### config.mk
export PLATFORM = sky130hd
export DESIGN_NAME = pfq_unit
export DESIGN_NICKNAME = d
export VERILOG_FILES = /design/src/rtl/pfq_pkg.sv /design/src/rtl/pfq_addr.sv /design/src/rtl/pfq_fifo.sv /design/src/rtl/pfq_seq.sv /design/src/rtl/pfq_unit.sv
export SDC_FILE = /design/constraint.sdc
export NUM_CORES = 1
export LEC_CHECK = 0
export ABC_AREA = 1
export BUFFER_PORTS_ARGS = -buffer_cell sky130_fd_sc_hd__buf_2
export CAP_MARGIN = 20
export CORE_MARGIN = 2
export CORE_UTILIZATION = 34
export DETAILED_ROUTE_END_ITERATION = 8
export PLACE_DENSITY_LB_ADDON = 0.08
export SLEW_MARGIN = 20
export SYNTH_ARGS = -nofsm -noshare
export SYNTH_HDL_FRONTEND = slang
export SYNTH_HIERARCHICAL = 1
export SYNTH_SLANG_ARGS = --single-unit
### constraint.sdc
create_clock -name clk -period 4.4 [get_ports clk]
set_clock_uncertainty 0.1 [all_clocks]
set_input_delay 0.44 -clock clk [delete_from_list [all_inputs] [get_ports clk]]
set_output_delay 0.44 -clock clk [all_outputs]
set_load 0.02 [all_outputs]
### src/rtl/pfq_pkg.sv
package pfq_pkg;

   // fetch sequencer states
   typedef enum logic [1:0] {
      ST_IDLE = 2'd0,   // free to issue a fetch
      ST_WAIT = 2'd1,   // fetch outstanding, reply will be kept
      ST_DROP = 2'd2    // fetch outstanding, reply will be discarded
   } fetch_st_t;

endpackage

### src/rtl/pfq_addr.sv
module pfq_addr #(
   parameter int SEG_W  = 16,
   parameter int OFF_W  = 16,
   parameter int SHIFT  = 4,
   parameter int ADDR_W = 20
) (
   input  logic [SEG_W-1:0]  seg,
   input  logic [OFF_W-1:0]  off,
   output logic [ADDR_W-1:0] addr
);

   localparam int SUM_W = ((SEG_W + SHIFT) > OFF_W ? (SEG_W + SHIFT) : OFF_W) + 1;

   generate
      if (ADDR_W <= SEG_W || ADDR_W < OFF_W) begin : g_bad_width
         $error("pfq_addr: ADDR_W must exceed SEG_W and cover OFF_W");
      end
   endgenerate

   logic [SUM_W-1:0] base_w;
   logic [SUM_W-1:0] sum_w;

   always_comb begin
      base_w = SUM_W'(seg) << SHIFT;
      sum_w  = base_w + SUM_W'(off);
      addr   = sum_w[ADDR_W-1:0];   // carry above the address width is dropped
   end

endmodule

### src/rtl/pfq_fifo.sv
module pfq_fifo #(
   parameter int DW    = 8,
   parameter int DEPTH = 6,
   localparam int PW    = (DEPTH > 1) ? $clog2(DEPTH) : 1,
   localparam int CNT_W = $clog2(DEPTH + 1)
) (
   input  logic             clk,
   input  logic             rst,
   input  logic             flush,
   input  logic             push,
   input  logic [DW-1:0]    din,
   input  logic             pop,
   output logic [DW-1:0]    head,
   output logic             not_empty,
   output logic             full,
   output logic [CNT_W-1:0] count
);

   localparam bit POW2 = ((2 ** PW) == DEPTH);

   generate
      if (DEPTH < 2) begin : g_bad_depth
         $error("pfq_fifo: DEPTH must be at least 2");
      end
   endgenerate

   logic [DW-1:0] store [DEPTH];
   logic [PW-1:0] wr_ptr, rd_ptr;
   logic [PW-1:0] wr_nxt, rd_nxt;
   logic          do_push, do_pop;

   // pointer advance: free wrap for power-of-two depths, explicit compare otherwise
   generate
      if (POW2) begin : g_wrap_free
         assign wr_nxt = wr_ptr + 1'b1;
         assign rd_nxt = rd_ptr + 1'b1;
      end else begin : g_wrap_cmp
         assign wr_nxt = (wr_ptr == PW'(DEPTH - 1)) ? '0 : wr_ptr + 1'b1;
         assign rd_nxt = (rd_ptr == PW'(DEPTH - 1)) ? '0 : rd_ptr + 1'b1;
      end
   endgenerate

   assign not_empty = (count != '0);
   assign full      = (count == CNT_W'(DEPTH));
   assign head      = store[rd_ptr];
   assign do_push   = push && !flush;
   assign do_pop    = pop && not_empty && !flush;

   always_ff @(posedge clk) begin
      if (do_push) begin
         store[wr_ptr] <= din;
      end
   end

   always_ff @(posedge clk) begin
      if (rst || flush) begin
         wr_ptr <= '0;
         rd_ptr <= '0;
         count  <= '0;
      end else begin
         if (do_push) wr_ptr <= wr_nxt;
         if (do_pop)  rd_ptr <= rd_nxt;
         case ({do_push, do_pop})
            2'b10:   count <= count + 1'b1;
            2'b01:   count <= count - 1'b1;
            default: count <= count;
         endcase
      end
   end

   // a push never lands on a full queue unless a pop frees a slot
   a_r5_no_overflow: assert property (@(posedge clk) disable iff (rst)
      (push && !flush && full) |-> do_pop);

   // a flush leaves the queue empty
   a_r7_flush_empty: assert property (@(posedge clk) disable iff (rst)
      flush |=> (count == '0));

   // simultaneous push and pop keep the occupancy
   a_r9_pushpop_hold: assert property (@(posedge clk) disable iff (rst)
      (do_push && do_pop) |=> (count == $past(count)));

endmodule

### src/rtl/pfq_seq.sv
module pfq_seq
   import pfq_pkg::*;
#(
   parameter int SEG_W = 16,
   parameter int OFF_W = 16,
   parameter logic [SEG_W-1:0] RST_SEG = '0,
   parameter logic [OFF_W-1:0] RST_IP  = '0
) (
   input  logic             clk,
   input  logic             rst,
   input  logic             jmp_vld,
   input  logic [SEG_W-1:0] jmp_seg,
   input  logic [OFF_W-1:0] jmp_off,
   input  logic             rvalid,
   input  logic             q_full,
   output logic             issue,
   output logic             push,
   output logic [SEG_W-1:0] seg_q,
   output logic [OFF_W-1:0] ip_q
);

   fetch_st_t st_q, st_d;

   assign issue = (st_q == ST_IDLE) && !jmp_vld && !q_full && !rst;
   assign push  = (st_q == ST_WAIT) && rvalid && !jmp_vld;

   always_comb begin
      st_d = st_q;
      case (st_q)
         ST_IDLE: if (issue) st_d = ST_WAIT;
         ST_WAIT: begin
            if (rvalid)       st_d = ST_IDLE;
            else if (jmp_vld) st_d = ST_DROP;   // keep waiting, mark stale
         end
         ST_DROP: if (rvalid) st_d = ST_IDLE;
         default: st_d = ST_IDLE;
      endcase
   end

   always_ff @(posedge clk) begin
      if (rst) begin
         st_q  <= ST_IDLE;
         seg_q <= RST_SEG;
         ip_q  <= RST_IP;
      end else begin
         st_q <= st_d;
         if (jmp_vld) begin
            seg_q <= jmp_seg;
            ip_q  <= jmp_off;
         end else if (issue) begin
            ip_q  <= ip_q + 1'b1;   // wraps inside the segment
         end
      end
   end

   // pointer steps by one after each issued fetch
   a_r2_ip_step: assert property (@(posedge clk) disable iff (rst)
      issue |=> (ip_q == OFF_W'($past(ip_q) + 1'b1)));

   // a stale reply is never written to the queue
   a_r8_stale_dropped: assert property (@(posedge clk) disable iff (rst)
      (st_q == ST_DROP) |-> !push);

endmodule

### src/rtl/pfq_unit.sv
module pfq_unit #(
   parameter int SEG_W  = 16,
   parameter int OFF_W  = 16,
   parameter int SHIFT  = 4,
   parameter int ADDR_W = 20,
   parameter int DATA_W = 8,
   parameter int DEPTH  = 6,
   parameter logic [SEG_W-1:0] RST_SEG = 16'hF000,
   parameter logic [OFF_W-1:0] RST_IP  = 16'hFFF0,
   localparam int CNT_W = $clog2(DEPTH + 1)
) (
   input  logic              clk,
   input  logic              rst,
   input  logic              jmp_vld,
   input  logic [SEG_W-1:0]  jmp_seg,
   input  logic [OFF_W-1:0]  jmp_off,
   output logic              mem_req,
   output logic [ADDR_W-1:0] mem_addr,
   input  logic              mem_rvalid,
   input  logic [DATA_W-1:0] mem_rdata,
   input  logic              q_pop,
   output logic              q_vld,
   output logic [DATA_W-1:0] q_byte,
   output logic [CNT_W-1:0]  q_count
);

   logic             f_full, f_nempty, s_push;
   logic [SEG_W-1:0] seg_q;
   logic [OFF_W-1:0] ip_q;

   pfq_seq #(
      .SEG_W(SEG_W), .OFF_W(OFF_W), .RST_SEG(RST_SEG), .RST_IP(RST_IP)
   ) u_seq (
      .clk(clk), .rst(rst),
      .jmp_vld(jmp_vld), .jmp_seg(jmp_seg), .jmp_off(jmp_off),
      .rvalid(mem_rvalid), .q_full(f_full),
      .issue(mem_req), .push(s_push),
      .seg_q(seg_q), .ip_q(ip_q)
   );

   pfq_addr #(
      .SEG_W(SEG_W), .OFF_W(OFF_W), .SHIFT(SHIFT), .ADDR_W(ADDR_W)
   ) u_addr (
      .seg(seg_q), .off(ip_q), .addr(mem_addr)
   );

   pfq_fifo #(
      .DW(DATA_W), .DEPTH(DEPTH)
   ) u_fifo (
      .clk(clk), .rst(rst), .flush(jmp_vld),
      .push(s_push), .din(mem_rdata),
      .pop(q_pop && q_vld),
      .head(q_byte), .not_empty(f_nempty), .full(f_full), .count(q_count)
   );

   assign q_vld = f_nempty && !jmp_vld;

   // port-side tracking of fetches in flight, for the checks below
   logic inflight;
   always_ff @(posedge clk) begin
      if (rst)             inflight <= 1'b0;
      else if (mem_req)    inflight <= 1'b1;
      else if (mem_rvalid) inflight <= 1'b0;
   end

   // never a second request while one is outstanding
   a_r6_one_outstanding: assert property (@(posedge clk) disable iff (rst)
      mem_req |-> !inflight);

   // address is segment times sixteen plus pointer, modulo the address space
   a_r1_addr_form: assert property (@(posedge clk) disable iff (rst)
      mem_req |-> (mem_addr ==
         ADDR_W'((ADDR_W + 1)'(seg_q) * (ADDR_W + 1)'(2 ** SHIFT) + (ADDR_W + 1)'(ip_q))));

   // a byte written into an empty queue is offered next cycle
   a_r4_empty_visible: assert property (@(posedge clk) disable iff (rst)
      (s_push && q_count == '0) |=> (q_vld || jmp_vld));

endmodule

---- Yosys cells after proc, flatten, opt, wreduce, memory -nomap -nowiden ----
Memories as Yosys holds them, arrays and structs flattened. A register that Yosys moved wholly into a read port is not among the register bits.
Index checks and enable logic that the tools add are counted.
cells by class
  add/sub/neg operators ................... 6
  eq/ne operators ......................... 10
  multiplexer cells ....................... 14
  reductions and logical operators ........ 19
operator list
  cell                                                                   number
  16-bit two-way mux                                                     2
  20-bit by 16-bit adder with 20-bit output                              1
  16-bit by 1-bit adder with 16-bit output, second input constant        1
  3-bit two-way mux                                                      4
  1-bit logical AND                                                      10
  3-bit by 1-bit adder with 3-bit output, second input constant          3
  3-bit equality test, second input constant                             3
  2-bit two-way mux                                                      4
  2-bit one-hot mux with 3 select lines                                  1
  3-bit one-hot mux with 2 select lines                                  1
  2-bit by 1-bit equality test with 1-bit output, second input constant  2
  2-bit equality test, second input constant                             2
  2-bit inequality test, second input constant                           2
  2-bit nonzero test                                                     2
  1-bit logical NOT                                                      3
  3-bit inequality test, second input constant                           1
  3-bit AND reduction                                                    1
  3-bit nonzero test                                                     1
  3-bit by 1-bit subtractor with 3-bit output, second input constant     1
  2-bit logical NOT                                                      1
  1-bit two-way mux                                                      2
  1-bit logical OR                                                       1
word-level totals
  RAM bits ................................ 48
  logic and storage cells ................. 56
  register bits after elaboration ......... 43
  memories kept ........................... 1
  input bits .............................. 45
memories
  memory        words  bits a word  rd ports  clocked after memory_dff  wr ports  RTL line        RTL
  u_fifo.store  6      8            1         1                         1         pfq_fifo.sv:27  logic [DW-1:0] store [DEPTH];

---- Depth between registers and ports, before layout ----
Gate-level depths: netlist of run 1.
  depth in word-level cells ............... 7
  gate-level depth with buffers ........... 17

---- By module ----
The synthesis of run 1 kept the hierarchy.
modules (own cells, without submodules)
  module    times used  cells an instance  area each (um2)
  pfq_fifo  1           223                2461.1
  pfq_seq   1           261                1722.9
  pfq_addr  1           168                862.1
  pfq_unit  1           5                  23.8

---- Worst setup path after synthesis of run 1 ----
OpenSTA, ideal clock, no wires.
  path kind ............................... in2reg
  start point ............................. input jmp_vld
  end point ............................... memory u_fifo.store[5][0] (enable)
  stages on the path ...................... 5
  setup time .............................. 395 ps
  arrival time ............................ 1875 ps
  path slack .............................. 2030 ps
  path through ............................ buf_6 clkbuf_1 nor2_1 nand2_4 nor4_1
on the way
  cells in the longest elaborated chain, start to end .. 5
ends and longest elaborated chain
  what                                     RTL line        RTL
  start: declaration                       pfq_unit.sv:14  input logic jmp_vld,
  1-bit logical NOT                        pfq_seq.sv:25   assign push = (st_q == ST_WAIT) && rvalid && !jmp_vld;
  1-bit logical AND                        pfq_seq.sv:25
  named net s_push                         pfq_unit.sv:27  logic f_full, f_nempty, s_push;
  1-bit logical AND                        pfq_fifo.sv:46  assign do_push = push && !flush;
  1-bit two-way mux                        pfq_fifo.sv:50  if (do_push) begin
  1-bit two-way mux (implied by the code)  pfq_fifo.sv:51  store[wr_ptr] <= din;
  end: declaration                         pfq_fifo.sv:27
The timed path passes the listed nets, and every way through them passes these cells.

---- Worst setup path after layout of run 1 ----
  start point ............................. register u_seq.ip_q[4]
  end point ............................... output mem_addr[12]
on the way
  cells in the longest elaborated chain, start to end .. 1
ends and longest elaborated chain
  what                                       RTL line        RTL
  start: declaration                         pfq_seq.sv:19   output logic [OFF_W-1:0] ip_q
  start signal: assignment                   pfq_seq.sv:49   ip_q <= jmp_off;
  start signal: assignment                   pfq_seq.sv:51   ip_q <= ip_q + 1'b1;
  20-bit by 16-bit adder with 20-bit output  pfq_addr.sv:25  sum_w = base_w + SUM_W'(off);
  end: declaration                           pfq_unit.sv:18  output logic [ADDR_W-1:0] mem_addr,
Every way passes these cells.

==> results of run 1 <==
==> logic make-up after synthesis <==
| kind of cell | count (synthesis) | share of synthesized area |
|---|---|---|
| flops | 94 | 0.466 |
| buf+inv | 107 | 0.0940 |
| simple gates | 356 | 0.306 |
| fa+ha+maj | 16 | 0.0424 |
| compound gates | 75 | 0.0755 |
| xor+xnor | 8 | 0.0138 |
| mux | 1 | 0.00197 |
==> sequential cells by signal, indices dropped and copies added, names as in the netlist, named ones only <==
signal	flops
u_seq/seg_q	16
u_fifo/count	3
u_seq/st_q	2
u_fifo/store	48
u_fifo/wr_ptr	3
u_seq/ip_q	16
u_fifo/rd_ptr	3
==> cell type report <==
cell class                      instances  area share
Inverter                               88      0.0576
Tap cell                              184      0.0393
Clock buffer                           10      0.0391
Clock inverter                          6     0.00897
Multi-Input combinational cell        456       0.382
Timing Repair Buffer                   80      0.0696
Sequential cell                        94       0.403
==> layer usage <==
layer	up-vias	part of all wire
met5	-	0
met3	13	0.037
met2	82	0.49
met1	1963	0.45
met4	0	0.018
li1	2270	-
==> worst reg2reg max path: stages (launching register included) <==
cell	delay (ps)
dfxtp_1	410
nor2_1	80
nand2_2	110
nand2_2	70
nor2_2	70
inv_1	50
nor2_2	150
nand2_2	100
inv_2	60
ha_1	160
inv_1	70
fa_1	380
inv_1	60
nand2_1	40
nand3_1	90
nand2_1	60
nand2_1	50
nor2_1	40
==> worst min path at each step <==
stage / end / slack, ps / depth (start not counted)
after floorplan: u_fifo/wr_ptr[2]$_SDFFE_PP0P_ / 350 / 2
after global placement: u_fifo/wr_ptr[2]$_SDFFE_PP0P_ / 370 / 2
after detailed placement: u_seq/seg_q[15]$_SDFFE_PP1P_ / 370 / 2
after CTS: u_seq/seg_q[13]$_SDFFE_PP1P_ / 200 / 3
after global routing: u_seq/seg_q[8]$_SDFFE_PP0P_ / 210 / 3
final: u_seq/seg_q[13]$_SDFFE_PP1P_ / 210 / 3
==> synth_stat cells, drive strengths merged <==
library cell	number	area (um^2)
ha	14	175
o211ai	1	7.51
or2	2	12.5
buf	15	124
xnor2	1	8.76
edfxtp	48	1440
a21oi	28	140
a21boi	1	7.51
nor3	6	40.0
mux2i	1	10.0
inv	88	338
o21ai	44	220
dfxtp	46	921
xor2	7	61.3
nand3b	3	22.5
nor2	82	335
clkbuf	4	15.0
fa	2	40.0
nand2	187	732
o21a	1	7.51
and2	2	15.0
nand3	64	333
nor4	2	12.5
nand4	8	50.1
==> power groups by stage <==
stage	clock, mW	combinational, mW	sequential, mW
floorplan	0	0.291	0.980
global placement	0	0.407	0.989
detailed placement	0	0.410	0.990
CTS	0.776	0.412	0.970
global route	0.814	0.458	0.974
finish	0.744	0.404	0.969
==> through the flow <==
step           setup slack, ps  power [mW]
2_1_floorplan             2030        1.27
3_3_place_gp              1630        1.40
3_5_place_dp              1610        1.40
4_1_cts                   1680        2.16
5_1_grt                   1580        2.25
6_report                  1730        2.12
==> reports/metrics.yaml, run 1 <==
worst_setup_path:
  max_stage_delay_ps: 440
  path_common_cell: "nand2_1"
  timing.reg2reg.setup_slack_ps: 2140
  endpoint: "mem_addr[12]"
  startpoint: "u_seq/ip_q[4]$_SDFFE_PP1P_"
  crit_buf_inv: 1
  worstPathArrival_ps: 2130
  critPathMaxFanout: 5
  path_delay_family: "adder cells"
  worstPathRequired_ps: 3860
  start_kind: "flip-flop"
  crit_path_end_kind: "primary output"
  path_depth: 9
  criticalPathCategory: "reg -> out"
  path_cells: "ha_1, fa_1, nand2_1, nand2_1, and2_4, nand2_1, nand2_1, xor2_1, buf_2"
  worstRegToRegCells: 17
  crit_slowest_cell: "fa_1"
  r2r-end: "u_fifo/count[2]$_SDFFE_PP0P_"
  r2r_start: "u_fifo/count[0]$_SDFFE_PP0P_"
clocking:
  post_cts_resize_count: 0
  path_clk_slew_ps: 70
  cts_tree: "built"
  post_cts_buffers: 0
  cts.htree.levels: 3
  clock_path_buffers: 2
  clock-sinks: 94
  clock_latency_ps: 340
  numCtsBuffers: 9
  ctsHoldBuffers: 0
  clockRootBuffer: "clkbuf_16"
worst_hold_path:
  hold_path.class: "in -> reg"
  min_from: "jmp_seg[13]"
sta:
  finalMaxSlewViolations: 0
  grt_setup_unrepaired: "no"
  final.min_clock_period_ps: 2670
  whs_ps: 208
  maxSlewHeadroom: 0.461
  worst_slew_pin_slew_ps: 807
  fin_setup_tns_ps: 0
  finalSetupViolations: 0
  post-route-period-util: 0.606
  hold_violations: 0
  max_freq_mhz: 375
cells_and_area:
  finish.instance_area_mm2: 0.00586
  final_layout_size_suffix_gt1_frac: 0.169
  fillers: 1547
  final_cell_mix: "179 x nand2_1, 80 x inv_1, 77 x buf_2"
  fin_nets: 790
  area_growth_syn_to_layout_pct: 15.6
  final_common_cell: "nand2_1"
  fin_util: 0.403
  antenna-diode-count: 0
  regArea_mm2: 0.00236
  stdcell_count: 918
  multiInputGateArea_mm2: 0.00224
global_route:
  grt_pass1_wl_mm: 20.3
  grt_pass1_vias: 4197
  overflow: 0
  grt_max_degree: 40
  met2_usage: 0.281
  busiest_layer: "met2"
  met1_usage: 0.197
  grtUsageTotal: 0.161
  grt_antenna_before_repair: 0
  use_met3: 0.0285
power_and_ir_drop:
  powerDensity_mw_per_mm2: 361
  pwr-share-seq: 0.458
  pwr-share-comb: 0.191
  p_leak_nw: 2.77
  p_sw_uw: 641
  ir_drop_v: 0.000173
  p_int_mw: 1.48
  clockPowerShare: 0.351
  power_switching_share: 0.303
floorplan:
  start_util: 0.349
  ios: 78
  die_x_um: 126
  die_area_mm2: 0.0159
  coreArea_mm2: 0.0145
  die_y_um: 126
  rows: 44
synth:
  ys.warnings.count: 6
  synth_area_mm2: 0.00507
  synth_nets: 718
  syn-mean-instance-area_um2: 7.72
  synth_seq_cells: 94
  synth_seq_area_share: 0.466
  synth_cell_types: 38
  synthCells: 657
place:
  dpl.hpwl_mm: 9.17
  gp_congestion: 0.844
  numPortBuffers: 77
  numPlacedInstances: 902
  post_dp_cell_area_mm2: 0.00557
drt:
  dr.pass1.iters: 4
  antenna_left: 0
  first_iter_violations: 205
  wl_per_cell_um: 13.4
  wl_mm: 12.3
  route.detailed.drc: 0
  viasPerCell: 4.71
  num_vias: 4328
outcome:
  status: "completed"
run:
  maxCapViolCount: 0
Power figures use the tool's default switching activity.
==> inputs of run 2 (changes only) <==
==> constraint.sdc (replaced) <==
create_clock -name clk -period 2.3 [get_ports clk]
set_clock_uncertainty 0.1 [all_clocks]
set_input_delay 0.23 -clock clk [delete_from_list [all_inputs] [get_ports clk]]
set_output_delay 0.23 -clock clk [all_outputs]
set_load 0.02 [all_outputs]
==> run 2 against run 1 <==
Critical endpoint unchanged. Count of clock-buffer cells in the layout did not move. Largest power group unchanged. Flip-flop and latch count did not move. Non-clock buffer count rose by 18. Hold slack got worse by 200 ps. Critical path depth did not move. Via count rose by 1.4%. Worst setup slack got worse by 1700 ps. Sequential power rose by 92%. Die area did not move. Power rose by 100%.
==> reports/metrics.yaml, run 2 (same netlist as run 1, synthesis figures left out) <==
sta:
  fin_setup_tns_ps: 0
  hold_violations: 0
  max_freq_mhz: 448
  finalMaxSlewViolations: 0
  worst_slew_pin_slew_ps: 604
  whs_ps: 8.28
  final.min_clock_period_ps: 2230
  maxSlewHeadroom: 0.597
  post-route-period-util: 0.970
  grt_setup_unrepaired: "yes"
  setup_slack_ps: 68.6
  finalSetupViolations: 0
worst_setup_path:
  startpoint: "u_seq/seg_q[0]$_SDFFE_PP0P_"
  worstPathArrival_ps: 1900
  r2r-end: "u_fifo/count[2]$_SDFFE_PP0P_"
  r2r_start: "u_fifo/count[2]$_SDFFE_PP0P_"
  timing.reg2reg.setup_slack_ps: 190
  worstRegToRegCells: 17
  worstPathRequired_ps: 1970
  criticalPathCategory: "reg -> out"
  crit_slowest_cell: "fa_2"
  start_kind: "flip-flop"
  max_stage_delay_ps: 360
  path_cells: "ha_4, fa_2, nand2_2, nand2_2, and2_4, nand2_1, nand2_1, xor2_1, buf_4"
  crit_path_end_kind: "primary output"
  critPathMaxFanout: 3
  endpoint: "mem_addr[12]"
run:
  maxCapViolCount: 0
cells_and_area:
  final_layout_size_suffix_gt1_frac: 0.218
  fin_nets: 808
  largest_reg_flops: 48
  regMostFlops: "u_fifo/store"
  reg_top3: "u_fifo/store x48, u_seq/ip_q x16, u_seq/seg_q x16"
  fin_util: 0.428
  final_cell_mix: "173 x nand2_1, 80 x inv_1, 75 x nor2_1"
  antenna-diode-count: 0
  final_common_cell: "nand2_1"
  multiInputGateArea_mm2: 0.00238
  finish.instance_area_mm2: 0.00622
  stdcell_count: 936
  regArea_mm2: 0.00238
  area_growth_syn_to_layout_pct: 22.6
  fillers: 1547
drt:
  wl_per_cell_um: 13.7
  num_vias: 4389
  first_iter_violations: 313
  dr.pass1.iters: 4
  antenna_left: 0
  wl_mm: 12.8
  viasPerCell: 4.69
  route.detailed.drc: 0
place:
  dpl.hpwl_mm: 9.21
  detailedPlace.worstSlack_ps: 154
  post_dp_cell_area_mm2: 0.00563
  gp_congestion: 0.836
  numPlacedInstances: 910
  numPortBuffers: 77
power_and_ir_drop:
  p_sw_mw: 1.29
  powerDensity_mw_per_mm2: 692
  clockPowerShare: 0.365
  p_int_mw: 3.01
  pwr-share-seq: 0.434
  power_mw: 4.30
  p_leak_nw: 2.87
  pwr-share-comb: 0.201
  power_switching_share: 0.300
  ir_drop_v: 0.000472
clocking:
  clockRootBuffer: "clkbuf_16"
  clock-sinks: 94
  path_clk_slew_ps: 70
  clock_path_buffers: 2
  cts.htree.levels: 3
  numCtsBuffers: 9
  clock_latency_ps: 350
  cts_tree: "built"
global_route:
  grtUsageTotal: 0.165
  grt_pass1_vias: 4251
  grt_pass1_wl_mm: 21.0
  overflow: 0
  grt_antenna_before_repair: 0
  grt_max_degree: 26
floorplan:
  rows: 44
  die_y_um: 126
  start_util: 0.349
  coreArea_mm2: 0.0145
  ios: 78
  die_x_um: 126
  die_area_mm2: 0.0159
worst_hold_path:
  hold_path.class: "in -> reg"
outcome:
  status: "completed"
[run 2: changes by cell type in the layout (fill, tap and decap cells not counted), sizes merged]
| cell | delta |
|---|---|
| bufinv | +1 |
| clkinvlp | -1 |
| clkinv | -1 |
| dlygate4sd3 | +8 |
| inv | +1 |
| buf | +10 |
[run 2: metal layers]
layer	vias to the layer above	wire, um	part of all wire	global-route usage
met5	-	0	0	0
met4	0	206	0.016	0.0562
met3	12	524	0.041	0.0259
met2	82	6290	0.49	0.291
met1	1991	5760	0.45	0.206
li1	2304	-	-	-
[run 2: critical path: cells and delay by family (launching register included)]
kind / cells / cell delay (ps)
fa+ha+maj: 2 / 530
xor+xnor: 1 / 150
buf+inv: 1 / 170
flops: 1 / 340
simple gates: 5 / 360
[run 2: worst min path at each step]
stage | startpoint | end | slack [ps] | cells past startpoint
final | jmp_seg[1] | u_seq/seg_q[1]$_SDFFE_PP0P_ | 8 | 3
after global routing | jmp_seg[11] | u_seq/seg_q[11]$_SDFFE_PP0P_ | 10 | 3
after CTS | jmp_off[14] | u_seq/ip_q[14]$_SDFFE_PP1P_ | 2 | 3
after detailed placement | jmp_seg[13] | u_seq/seg_q[13]$_SDFFE_PP1P_ | 350 | 3
after global placement | jmp_seg[12] | u_seq/seg_q[12]$_SDFFE_PP1P_ | 340 | 3
after floorplan | mem_rdata[0] | u_fifo/store[0][0]$_DFFE_PP_ | 230 | 0
[run 2: layout make-up]
| type | instances | share of cell area |
|---|---|---|
| Clock buffer | 10 | 0.0368 |
| Multi-Input combinational cell | 456 | 0.383 |
| Inverter | 88 | 0.0543 |
| Tap cell | 184 | 0.0370 |
| Timing Repair Buffer | 98 | 0.0934 |
| Clock inverter | 6 | 0.0121 |
| Sequential cell | 94 | 0.383 |
[run 2: repair_timing]
action,4_1_cts,5_1_grt
pin swaps,4,3
gates resized for setup,15,29
setup endpoints to repair,9,12
setup buffers,2,0
hold endpoints to repair,8,0
hold buffers,8,0
[run 2: power by group through the flow]
stage / clock, mW / combinational [mW] / sequential, mW
3_3_place_gp: 0 / 0.787 / 1.89
5_1_grt: 1.69 / 0.970 / 1.87
3_5_place_dp: 0 / 0.791 / 1.89
6_report: 1.57 / 0.867 / 1.86
2_1_floorplan: 0 / 0.556 / 1.87
4_1_cts: 1.61 / 0.837 / 1.86
==> inputs of run 3 (changes only) <==
--- a/config.mk
+++ b/config.mk
@@ -11,6 +11,7 @@
 export CORE_MARGIN = 2
 export CORE_UTILIZATION = 34
 export DETAILED_ROUTE_END_ITERATION = 8
+export HOLD_SLACK_MARGIN = 0.06
 export PLACE_DENSITY_LB_ADDON = 0.08
 export SLEW_MARGIN = 20
 export SYNTH_ARGS = -nofsm -noshare
==> run 3 against run 2 <==
Final area increased by 3.4%. Die area did not move. Non-clock buffer count is 21 higher. Flip-flop and latch count unchanged. Core utilization increased by 1.4 points. Sequential power about the same. Fmax hardly changed. Critical path depth is the same. First-iteration DRC count rose by 8.0%. Hold slack better by 62 ps. Clock power is essentially flat. Critical endpoint unchanged.
==> reports/metrics.yaml, run 3 (same netlist as run 1, synthesis figures left out) <==
outcome:
  status: "completed"
place:
  numPortBuffers: 77
  gp_congestion: 0.836
  dpl.hpwl_mm: 9.21
  detailedPlace.worstSlack_ps: 154
floorplan:
  coreArea_mm2: 0.0145
  die_y_um: 126
  rows: 44
  die_x_um: 126
  start_util: 0.349
  ios: 78
  die_area_mm2: 0.0159
power_and_ir_drop:
  clockPowerShare: 0.363
  powerDensity_mw_per_mm2: 674
  pwr-share-seq: 0.431
  p_int_mw: 3.03
  p_sw_mw: 1.30
  pwr-share-comb: 0.206
  p_leak_nw: 2.96
  ir_drop_v: 0.000470
  power_switching_share: 0.299
worst_setup_path:
  path_cells: "ha_4, fa_2, nand2_2, nand2_2, and2_4, nand2_1, nand2_1, xor2_1, buf_4"
  crit_slowest_cell: "dfxtp_4"
  timing.reg2reg.setup_slack_ps: 200
  r2r_start: "u_fifo/count[2]$_SDFFE_PP0P_"
  critPathMaxFanout: 3
  max_stage_delay_ps: 360
  worstPathArrival_ps: 1900
  worstPathRequired_ps: 1970
  r2r-end: "u_fifo/count[2]$_SDFFE_PP0P_"
  crit_buf_inv: 1
  start_kind: "flip-flop"
  worstRegToRegCells: 17
  path_delay_family: "adder cells"
  criticalPathCategory: "reg -> out"
  crit_path_end_kind: "primary output"
sta:
  finalMaxSlewViolations: 0
  final.min_clock_period_ps: 2230
  finalSetupViolations: 0
  max_freq_mhz: 448
  hold_violations: 0
  post-route-period-util: 0.970
  setup_slack_ps: 68.5
  worst_slew_pin_slew_ps: 605
  fin_setup_tns_ps: 0
  grt_setup_unrepaired: "yes"
  maxSlewHeadroom: 0.596
clocking:
  cts.htree.levels: 3
  clock-sinks: 94
  clock_path_buffers: 2
  numCtsBuffers: 9
  cts_tree: "built"
  clock_latency_ps: 350
  clockRootBuffer: "clkbuf_16"
  path_clk_slew_ps: 70
cells_and_area:
  area_growth_syn_to_layout_pct: 26.8
  final_layout_size_suffix_gt1_frac: 0.212
  fin_nets: 829
  antenna-diode-count: 0
  fillers: 1533
  regMostFlops: "u_fifo/store"
  largest_reg_flops: 48
  final_cell_mix: "173 x nand2_1, 80 x inv_1, 75 x nor2_1"
  final_common_cell: "nand2_1"
  reg_top3: "u_fifo/store x48, u_seq/ip_q x16, u_seq/seg_q x16"
drt:
  route.detailed.drc: 0
  first_iter_violations: 338
  viasPerCell: 4.65
  num_vias: 4452
  antenna_left: 0
  wl_per_cell_um: 13.4
  dr.pass1.iters: 4
  wl_mm: 12.9
worst_hold_path:
  holdPathStages: 3
  hold_path.class: "in -> reg"
  whs_endpoint: "u_seq/ip_q[0]$_SDFFE_PP0P_"
  min_from: "jmp_off[0]"
run:
  maxCapViolCount: 0
global_route:
  grt_pass1_vias: 4301
  overflow: 0
  grt_pass1_wl_mm: 21.1
  grtUsageTotal: 0.166
  grt_max_degree: 26
  grt_antenna_before_repair: 0
[run 3: cell types whose count changed in the layout (fill, tap and decap cells not counted), sizes merged]
cell	delta
dlygate4sd3	+21
[run 3: worst max path at each step]
stage	start	endpoint	slack, ps	cells past startpoint
4_1_cts	u_seq/ip_q[4]$_SDFFE_PP1P_	mem_addr[12]	-40	9
6_report	u_seq/ip_q[4]$_SDFFE_PP1P_	mem_addr[12]	70	9
3_3_place_gp	u_fifo/count[2]$_SDFFE_PP0P_	u_fifo/count[2]$_SDFFE_PP0P_	210	17
3_5_place_dp	u_fifo/count[1]$_SDFFE_PP0P_	u_fifo/count[2]$_SDFFE_PP0P_	150	17
5_1_grt	u_seq/ip_q[4]$_SDFFE_PP1P_	mem_addr[12]	-40	9
2_1_floorplan	u_fifo/count[0]$_SDFFE_PP0P_	u_fifo/count[2]$_SDFFE_PP0P_	100	17
[run 3: repair_timing]
item / CTS / global route
endpoints found under the setup margin: 9 / 12
hold endpoints to repair: 69 / 0
buffers inserted: 2 / 0
pin swaps: 4 / 3
hold buffers: 29 / 0
gates resized for setup: 15 / 29
[run 3: power groups by stage]
stage / combinational, mW / clock (mW) / sequential [mW]
global route: 0.999 / 1.69 / 1.87
floorplan: 0.556 / 0 / 1.87
CTS: 0.864 / 1.61 / 1.86
finish: 0.892 / 1.57 / 1.86
detailed placement: 0.791 / 0 / 1.89
global placement: 0.787 / 0 / 1.89
[run 3: layout make-up]
type / instances / area (um^2) / area share
Timing Repair Buffer: 119 / 791 / 0.123
Multi-Input combinational cell: 456 / 2380 / 0.371
Clock buffer: 10 / 229 / 0.0356
Clock inverter: 6 / 75.1 / 0.0117
Sequential cell: 94 / 2380 / 0.371
Tap cell: 184 / 230 / 0.0358
Inverter: 88 / 338 / 0.0526
[run 3: routing by layer]
metal | wire length [um] | vias to the layer above | GRT usage
met2 | 6310 | 81 | 0.294
met4 | 206 | 0 | 0.0562
li1 | - | 2343 | -
met5 | 0 | - | 0
met3 | 401 | 12 | 0.0242
met1 | 5950 | 2016 | 0.207
[run 3: per-stage QoR]
step	cells	utilization	total power, mW	cell area, um^2	hold WS, ps
global route	957	0.442	4.56	6430	90.3
CTS	957	0.433	4.33	6290	62.5
detailed placement	910	0.387	2.68	5630	351
global placement	910	0.387	2.68	5630	339
finish	957	0.442	4.33	6430	70.6
floorplan	657	-	2.43	5070	229
[run 3: worst reg2reg max path, cell delays in order (launching register included)]
cell,delay (ps)
dfxtp_1,320
inv_1,80
nand2_2,120
nand2_2,70
nor2_2,70
inv_1,60
nor2_4,120
nand2_2,90
inv_2,60
ha_1,150
inv_1,60
fa_1,380
inv_1,60
nand2_1,40
nand3_1,80
nand2_1,60
nand2_1,50
nor2_1,40
